## src/rtl/epp_pkg.sv

```systemverilog
package epp_pkg;

  localparam logic [2:0] OFF_STAT  = 3'd1;
  localparam logic [2:0] OFF_CTRL  = 3'd2;
  localparam logic [2:0] OFF_EADDR = 3'd3;
  localparam logic [2:0] OFF_EDATA = 3'd4;

  localparam int unsigned CTL_DIR_BIT = 5;
  localparam logic [5:0] CTL_GATE_MASK = 6'h2F;
  localparam logic [5:0] CTL_WR_STATE  = 6'h04;
  localparam logic [5:0] CTL_RD_STATE  = 6'h24;
  localparam logic [5:0] CTL_RESET     = 6'h0C;

  typedef enum logic [1:0] {
    PH_IDLE    = 2'd0,
    PH_ASSERT  = 2'd1,
    PH_RELEASE = 2'd2
  } epp_phase_e;

  // size code to byte count: 0 -> 1, 1 -> 2, else 4
  function automatic logic [2:0] size_to_bytes(input logic [1:0] code);
    case (code)
      2'd0:    size_to_bytes = 3'd1;
      2'd1:    size_to_bytes = 3'd2;
      default: size_to_bytes = 3'd4;
    endcase
  endfunction

  // ones in the low nb bytes
  function automatic logic [31:0] width_mask(input logic [2:0] nb);
    logic [31:0] m;
    m = '0;
    for (int k = 0; k < 4; k++)
      if (k < int'(nb)) m[k*8 +: 8] = 8'hFF;
    width_mask = m;
  endfunction

  // exact match of the mode bits for the chosen direction
  function automatic logic gate_open(input logic [5:0] ctl, input logic is_write);
    gate_open = ((ctl & CTL_GATE_MASK) == (is_write ? CTL_WR_STATE : CTL_RD_STATE));
  endfunction

  // force byte lanes idx and above to 0xFF
  function automatic logic [31:0] ones_from(input logic [31:0] v, input logic [1:0] idx);
    logic [31:0] r;
    r = v;
    for (int k = 0; k < 4; k++)
      if (k >= int'(idx)) r[k*8 +: 8] = 8'hFF;
    ones_from = r;
  endfunction

endpackage

```

## src/rtl/epp_ctl_regs.sv

```systemverilog
module epp_ctl_regs
  import epp_pkg::*;
(
  input  logic       clk,
  input  logic       rst_n,
  input  logic       ctrl_we,
  input  logic [5:0] ctrl_wdata,
  input  logic       stat_we,
  input  logic       stat_wbit0,
  input  logic       fail_evt,
  output logic [5:0] ctrl_q,
  output logic       tmo_q,
  output logic       tmo_clr
);

  assign tmo_clr = stat_we && stat_wbit0;

  always_ff @(posedge clk or negedge rst_n) begin
    if (!rst_n) begin
      ctrl_q <= CTL_RESET;
    end else if (ctrl_we) begin
      ctrl_q <= ctrl_wdata;
    end
  end

  always_ff @(posedge clk or negedge rst_n) begin
    if (!rst_n) begin
      tmo_q <= 1'b0;
    end else if (fail_evt) begin
      tmo_q <= 1'b1;
    end else if (tmo_clr) begin
      tmo_q <= 1'b0;
    end
  end

endmodule

```

## src/rtl/epp_byte_seq.sv

```systemverilog
module epp_byte_seq
  import epp_pkg::*;
#(
  parameter int unsigned LIM_W = 8
) (
  input  logic             clk,
  input  logic             rst_n,
  input  logic             start,
  input  logic             start_wr,
  input  logic             start_addr,
  input  logic [2:0]       start_nb,
  input  logic [31:0]      start_wdata,
  input  logic [LIM_W-1:0] limit,
  input  logic             pp_wait,
  input  logic [7:0]       pp_din,
  output logic             busy,
  output logic             fail,
  output logic             rd_done,
  output logic [31:0]      rdata,
  output logic             pp_astb,
  output logic             pp_dstb,
  output logic             pp_write,
  output logic [7:0]       pp_dout
);

  epp_phase_e       phase_q;
  logic [1:0]       idx_q;
  logic [LIM_W-1:0] cnt_q;
  logic [2:0]       nb_q;
  logic             wr_q;
  logic             addr_q;
  logic [31:0]      wdata_q;
  logic [31:0]      acc_q;
  logic             done_q;

  logic last_byte;
  logic limit_hit;
  logic strobe_on;

  assign busy      = (phase_q != PH_IDLE);
  assign strobe_on = (phase_q == PH_ASSERT);
  assign last_byte = ({1'b0, idx_q} == (nb_q - 3'd1));
  assign limit_hit = (cnt_q == limit);
  assign fail      = limit_hit &&
                     (((phase_q == PH_ASSERT)  && !pp_wait) ||
                      ((phase_q == PH_RELEASE) &&  pp_wait));

  assign pp_astb  = strobe_on &&  addr_q;
  assign pp_dstb  = strobe_on && !addr_q;
  assign pp_write = busy && wr_q;
  assign pp_dout  = (busy && wr_q) ? wdata_q[idx_q*8 +: 8] : 8'h00;

  assign rd_done = done_q && !wr_q;
  assign rdata   = acc_q & width_mask(nb_q);

  always_ff @(posedge clk or negedge rst_n) begin
    if (!rst_n) begin
      phase_q <= PH_IDLE;
      idx_q   <= '0;
      cnt_q   <= '0;
      nb_q    <= 3'd1;
      wr_q    <= 1'b0;
      addr_q  <= 1'b0;
      wdata_q <= '0;
      acc_q   <= '1;
      done_q  <= 1'b0;
    end else begin
      done_q <= 1'b0;
      case (phase_q)
        PH_IDLE: begin
          if (start) begin
            phase_q <= PH_ASSERT;
            idx_q   <= '0;
            cnt_q   <= '0;
            nb_q    <= start_nb;
            wr_q    <= start_wr;
            addr_q  <= start_addr;
            wdata_q <= start_wdata;
            acc_q   <= '1;
          end
        end
        PH_ASSERT: begin
          if (pp_wait) begin
            if (!wr_q) acc_q[idx_q*8 +: 8] <= pp_din;
            phase_q <= PH_RELEASE;
            cnt_q   <= '0;
          end else if (limit_hit) begin
            phase_q <= PH_IDLE;
            done_q  <= 1'b1;
          end else begin
            cnt_q <= cnt_q + 1'b1;
          end
        end
        PH_RELEASE: begin
          if (!pp_wait) begin
            cnt_q <= '0;
            if (last_byte) begin
              phase_q <= PH_IDLE;
              done_q  <= 1'b1;
            end else begin
              idx_q   <= idx_q + 2'd1;
              phase_q <= PH_ASSERT;
            end
          end else if (limit_hit) begin
            acc_q   <= ones_from(acc_q, idx_q);
            phase_q <= PH_IDLE;
            done_q  <= 1'b1;
          end else begin
            cnt_q <= cnt_q + 1'b1;
          end
        end
        default: phase_q <= PH_IDLE;
      endcase
    end
  end

endmodule

```

## src/rtl/epp_port.sv

```systemverilog
module epp_port
  import epp_pkg::*;
#(
  parameter int unsigned LIM_W = 8
) (
  input  logic             clk,
  input  logic             rst_n,
  input  logic             host_req,
  input  logic             host_wr,
  input  logic [2:0]       host_off,
  input  logic [1:0]       host_size,
  input  logic [31:0]      host_wdata,
  output logic             host_busy,
  output logic             host_rvalid,
  output logic [31:0]      host_rdata,
  input  logic [LIM_W-1:0] cyc_limit,
  output logic             pp_astb,
  output logic             pp_dstb,
  output logic             pp_write,
  output logic [7:0]       pp_dout,
  input  logic [7:0]       pp_din,
  input  logic             pp_wait,
  input  logic [7:0]       pp_stat,
  output logic             pp_dir_in
);

  logic [5:0]  ctrl_q;
  logic        tmo_q;
  logic        tmo_clr;
  logic        seq_busy;
  logic        seq_fail;
  logic        seq_rd_done;
  logic [31:0] seq_rdata;

  logic        accept;
  logic        is_epp;
  logic        gate_ok;
  logic        seq_start;
  logic [2:0]  req_nb;
  logic [31:0] imm_data;
  logic        imm_v_q;
  logic [31:0] imm_q;

  assign accept    = host_req && !seq_busy;
  assign is_epp    = (host_off == OFF_EADDR) || (host_off == OFF_EDATA);
  assign gate_ok   = gate_open(ctrl_q, host_wr);
  assign seq_start = accept && is_epp && gate_ok;
  assign req_nb    = (host_off == OFF_EADDR) ? 3'd1 : size_to_bytes(host_size);

  always_comb begin
    case (host_off)
      OFF_STAT: imm_data = {24'h0, pp_stat[7:1], tmo_q};
      OFF_CTRL: imm_data = {24'h0, 2'b11, ctrl_q};
      default:  imm_data = width_mask(req_nb);
    endcase
  end

  always_ff @(posedge clk or negedge rst_n) begin
    if (!rst_n) begin
      imm_v_q <= 1'b0;
      imm_q   <= '0;
    end else begin
      imm_v_q <= accept && !host_wr && !seq_start;
      if (accept && !host_wr) imm_q <= imm_data;
    end
  end

  epp_ctl_regs u_regs (
    .clk        (clk),
    .rst_n      (rst_n),
    .ctrl_we    (accept && host_wr && (host_off == OFF_CTRL)),
    .ctrl_wdata (host_wdata[5:0]),
    .stat_we    (accept && host_wr && (host_off == OFF_STAT)),
    .stat_wbit0 (host_wdata[0]),
    .fail_evt   (seq_fail),
    .ctrl_q     (ctrl_q),
    .tmo_q      (tmo_q),
    .tmo_clr    (tmo_clr)
  );

  epp_byte_seq #(.LIM_W(LIM_W)) u_seq (
    .clk         (clk),
    .rst_n       (rst_n),
    .start       (seq_start),
    .start_wr    (host_wr),
    .start_addr  (host_off == OFF_EADDR),
    .start_nb    (req_nb),
    .start_wdata (host_wdata),
    .limit       (cyc_limit),
    .pp_wait     (pp_wait),
    .pp_din      (pp_din),
    .busy        (seq_busy),
    .fail        (seq_fail),
    .rd_done     (seq_rd_done),
    .rdata       (seq_rdata),
    .pp_astb     (pp_astb),
    .pp_dstb     (pp_dstb),
    .pp_write    (pp_write),
    .pp_dout     (pp_dout)
  );

  assign host_busy   = seq_busy;
  assign host_rvalid = imm_v_q || seq_rd_done;
  assign host_rdata  = seq_rd_done ? seq_rdata : imm_q;
  assign pp_dir_in   = ctrl_q[CTL_DIR_BIT];

endmodule

```

## config.mk

```make
export PLATFORM = sky130hd
export DESIGN_NAME = epp_port
export DESIGN_NICKNAME = d
export VERILOG_FILES = /design/src/rtl/epp_pkg.sv /design/src/rtl/epp_ctl_regs.sv /design/src/rtl/epp_byte_seq.sv /design/src/rtl/epp_port.sv
export SDC_FILE = /design/constraint.sdc
export NUM_CORES = 1
export LEC_CHECK = 0
export ABC_AREA = 1
export BUFFER_PORTS_ARGS = -buffer_cell sky130_fd_sc_hd__buf_2
export CORE_ASPECT_RATIO = 0.7
export CORE_UTILIZATION = 41
export DETAILED_ROUTE_END_ITERATION = 7
export PLACE_DENSITY_LB_ADDON = 0.05
export REMOVE_ABC_BUFFERS = 1
export SYNTH_ARGS = -nofsm -noshare
export SYNTH_HDL_FRONTEND = slang
export SYNTH_SLANG_ARGS = --single-unit
```

## constraint.sdc

```tcl
create_clock -name clk -period 2.25 [get_ports clk]
set_input_delay 0.3375 -clock clk [delete_from_list [all_inputs] [get_ports clk]]
set_output_delay 0.3375 -clock clk [all_outputs]
set_load 0.02 [all_outputs]
```

==> results.yml <==
run_status:
  status: "complete, no violations"
sta:
  maxSlewHeadroom: 0.6497
  clock_skew_ns: 0.007863
  period_share: 0.9414
  slew_viol_final: 0
  setup_viol: 0
  setup_ws_ns: 0.1318
  worst_slew_pin_slew_ns: 0.5255
  fin_crit_ns: 2.118
  fin_setup_tns_ns: 0
  rsz0062_at_grt: "false"
  hold_viol_final: 0
  max_freq_mhz: 472.1
hold_path:
  min_path_type: "in -> reg"
worst_setup_path:
  slowest_delay_ns: 0.62
  timing.reg2reg.setup_slack_ns: 0.19
  cp.required_ns: 1.91
  crit_chain: "nor2_1 -> nand2_1 -> nand3_1 -> o21ai_0 -> buf_2"
  path_buf_inv: 1
  worstSetupPathType: "reg -> out"
  end_kind: "output pin"
  crit_slowest_cell: "dfrtp_1"
  critPathTopFamily: "flip-flops"
  crit_fanout: 12
  critPathArrivalTime_ns: 1.78
  startpoint_type: "register"
detailed_routing:
  final_antenna_net_count: 0
  finalWirelength_um: 15760
  drt_iter0_markers: 300
  wire_per_inst_um: 14.58
  vias_per_cell: 5.032
  drc: 0
  dr.pass1.iters: 4
  vias: 5440
floorplanning:
  std_cell_rows: 35
  initial_core_util: 0.4262
  die-width_um: 142.8
  placeableCoreArea_um2: 13360
  die-area_um2: 14370
  die_y_um: 100.6
  io-pin-count: 112
global_route:
  grt.busiest_layer: "met1"
  use_met3: 0.04751
  grt_pass1_wl_um: 25770
  antenna_found_initial: 0
  grtUsageTotal: 0.2320
  met2_usage: 0.3333
  grt_pass1_vias: 4999
  grt_max_degree: 45
  met1_usage: 0.3598
  grt-ovfl-total: 0
yosys:
  ys.flop_type: "dfrtp_1"
  syn_inst: 773
  synthTopCellsByArea: "dfrtp_1, nand2_1, dfstp_2, o21ai_0, nor2_1"
  yosys_warnings: 0
  avgSynthCellArea_um2: 7.365
  yosysMostFrequentCell: "nand2_1"
  synth_area_leader_cell: "dfrtp_1"
  synth_seq_cells: 101
  synthArstFlopShare: 1.000
  synth_top_area_frac: 0.2901
  syn_area_um2: 5693
  ys_seq_area_frac: 0.4516
  synth_edf_count: 0
  synth.distinct_cells: 36
  synthTopCellsByCount: "nand2_1, o21ai_0, nor2_1, inv_1, dfrtp_1"
clocking:
  clock-root-buffer: "clkbuf_16"
  ctsLongestPathBuffers: 2
  cts_buffers: 9
  tritoncts: "done"
  clock_sinks: 101
  cts.clk_slew.worst_paths_ns: 0.07
  clk_latency_ns: 0.34
  cts.htree.levels: 3
final_layout:
  layout.nets: 968
  stdcell_count: 1081
  syn_to_final_growth_pct: 21.63
  num_antenna_cells: 0
  drive_gt1_frac: 0.2388
pwr:
  p_per_area_nw_per_um2: 1242
  vdd_drop_max_v: 0.0006043
  p_leak_nw: 3.520
placement:
  dp_cells: 1062
  port_buffers: 110
  pre_cts_ws_ns: 0.1257
  gp_congestion: 0.8288
  hpwl_um: 11840
run:
  maxCapViolations: 0
## final cells by class
class                   count  area, um^2
clock buffers              10       229.0
clock inverters             6       71.32
fillers                  1347        6432
inverters                  73       276.5
multi-input cells         566        2728
flip-flops and latches    101        2571
well taps                 185       231.5
repair buffers            140       817.0
## metal layers
metal | part of all wire | vias to the layer above
li1 | - | 2740
met1 | 0.53 | 2547
met2 | 0.42 | 146
met3 | 0.052 | 7
met4 | 0.0041 | 0
met5 | 0 | -
## per-stage QoR
stage / hold slack, ns / utilization / cell area (um^2) / total power (W)
6_report: 0.1831 / 0.5184 / 6924 / 0.008597
5_1_grt: 0.1775 / 0.5184 / 6924 / 0.009301
4_1_cts: 0.1723 / 0.5151 / 6880 / 0.008589
3_5_place_dp: 0.3508 / 0.4908 / 6555 / 0.006955
3_3_place_gp: 0.3529 / 0.4908 / 6555 / 0.006851
2_1_floorplan: 0.04191 / - / 5538 / 0.005627
## sequential cells by signal, indices dropped and copies added (netlist names), 2 cells and up
name           flops
u_seq.acc_q       32
u_seq.wdata_q     32
imm_q             11
u_seq.cnt_q        8
u_regs.ctrl_q      6
u_seq.nb_q         3
u_seq.idx_q        2
u_seq.phase_q      2
## path summary, 6_finish.rpt
| kind | depth (start not counted) | startpoint | end |
|---|---|---|---|
| worst max-delay path | 5 | u_seq.nb_q[2] | host_rdata[0] |
| worst min-delay path | 3 | host_wdata[31] | u_seq.wdata_q[31] |
| worst max register to register | 7 | u_seq.idx_q[1] | u_seq.acc_q[22] |
| worst min register to register | 2 | u_seq.acc_q[22] | u_seq.acc_q[22] |
| max in group asynchronous | 3 | rst_n | u_seq.acc_q[16] |
| min in group asynchronous | 2 | rst_n | u_seq.cnt_q[2] |
## cells by family (layout without fill, tap and decap cells)
kind of cell,after synthesis,in the layout,synth area share
xor gates and xnor gates,6,6,0.009231
DFF,101,101,0.4516
buffers and inverters,106,229,0.07538
and+or+nand+nor,405,405,0.2910
adders and majority gates,11,11,0.02418
AOI/OAI and AO/OA,144,144,0.1486
## layout by cell type (no fill, tap or decap), types with 2 or more instances in the layout
cell type / instances
nand2_1: 264
buf_2: 106
o21ai_0: 90
nor2_1: 71
inv_1: 67
dfrtp_1: 66
dfstp_2: 35
nand4_1: 34
buf_4: 30
nand3_1: 25
a21oi_1: 17
ha_1: 11
o21ai_2: 9
o31ai_1: 9
clkbuf_16: 9
a32oi_1: 6
xnor2_1: 4
nor3_1: 4
a21oi_2: 3
inv_2: 3
clkinv_1: 2
nand2_2: 2
xor2_1: 2
or2_2: 2
a22oi_1: 2
clkinv_4: 2
buf_12: 2
## tightest hold or removal path, delay by kind of cell
family                 cells  cell delay, ns
and+or+nand+nor            2            0.08
buffers and inverters      1            0.07
## report_power, final
| part | leakage, nW | switching [W] | internal, W | total, W |
|---|---|---|---|---|
| logic | 2.14 | 0.00253 | 0.00131 | 0.00384 |
| clock network | 0.145 | 0.000719 | 0.000874 | 0.00159 |
| registers | 1.24 | 0.000420 | 0.00274 | 0.00316 |
| total | 3.52 | 0.00367 | 0.00493 | 0.00860 |
## what timing repair did
action                                 in CTS  in global routing
buffers inserted                            2                  0
endpoints found under the hold margin      22                  0
setup endpoints to repair                   8                 23
resized for setup                           1                 12
hold buffers                                1                  0
(Power assumes the default switching activity.)
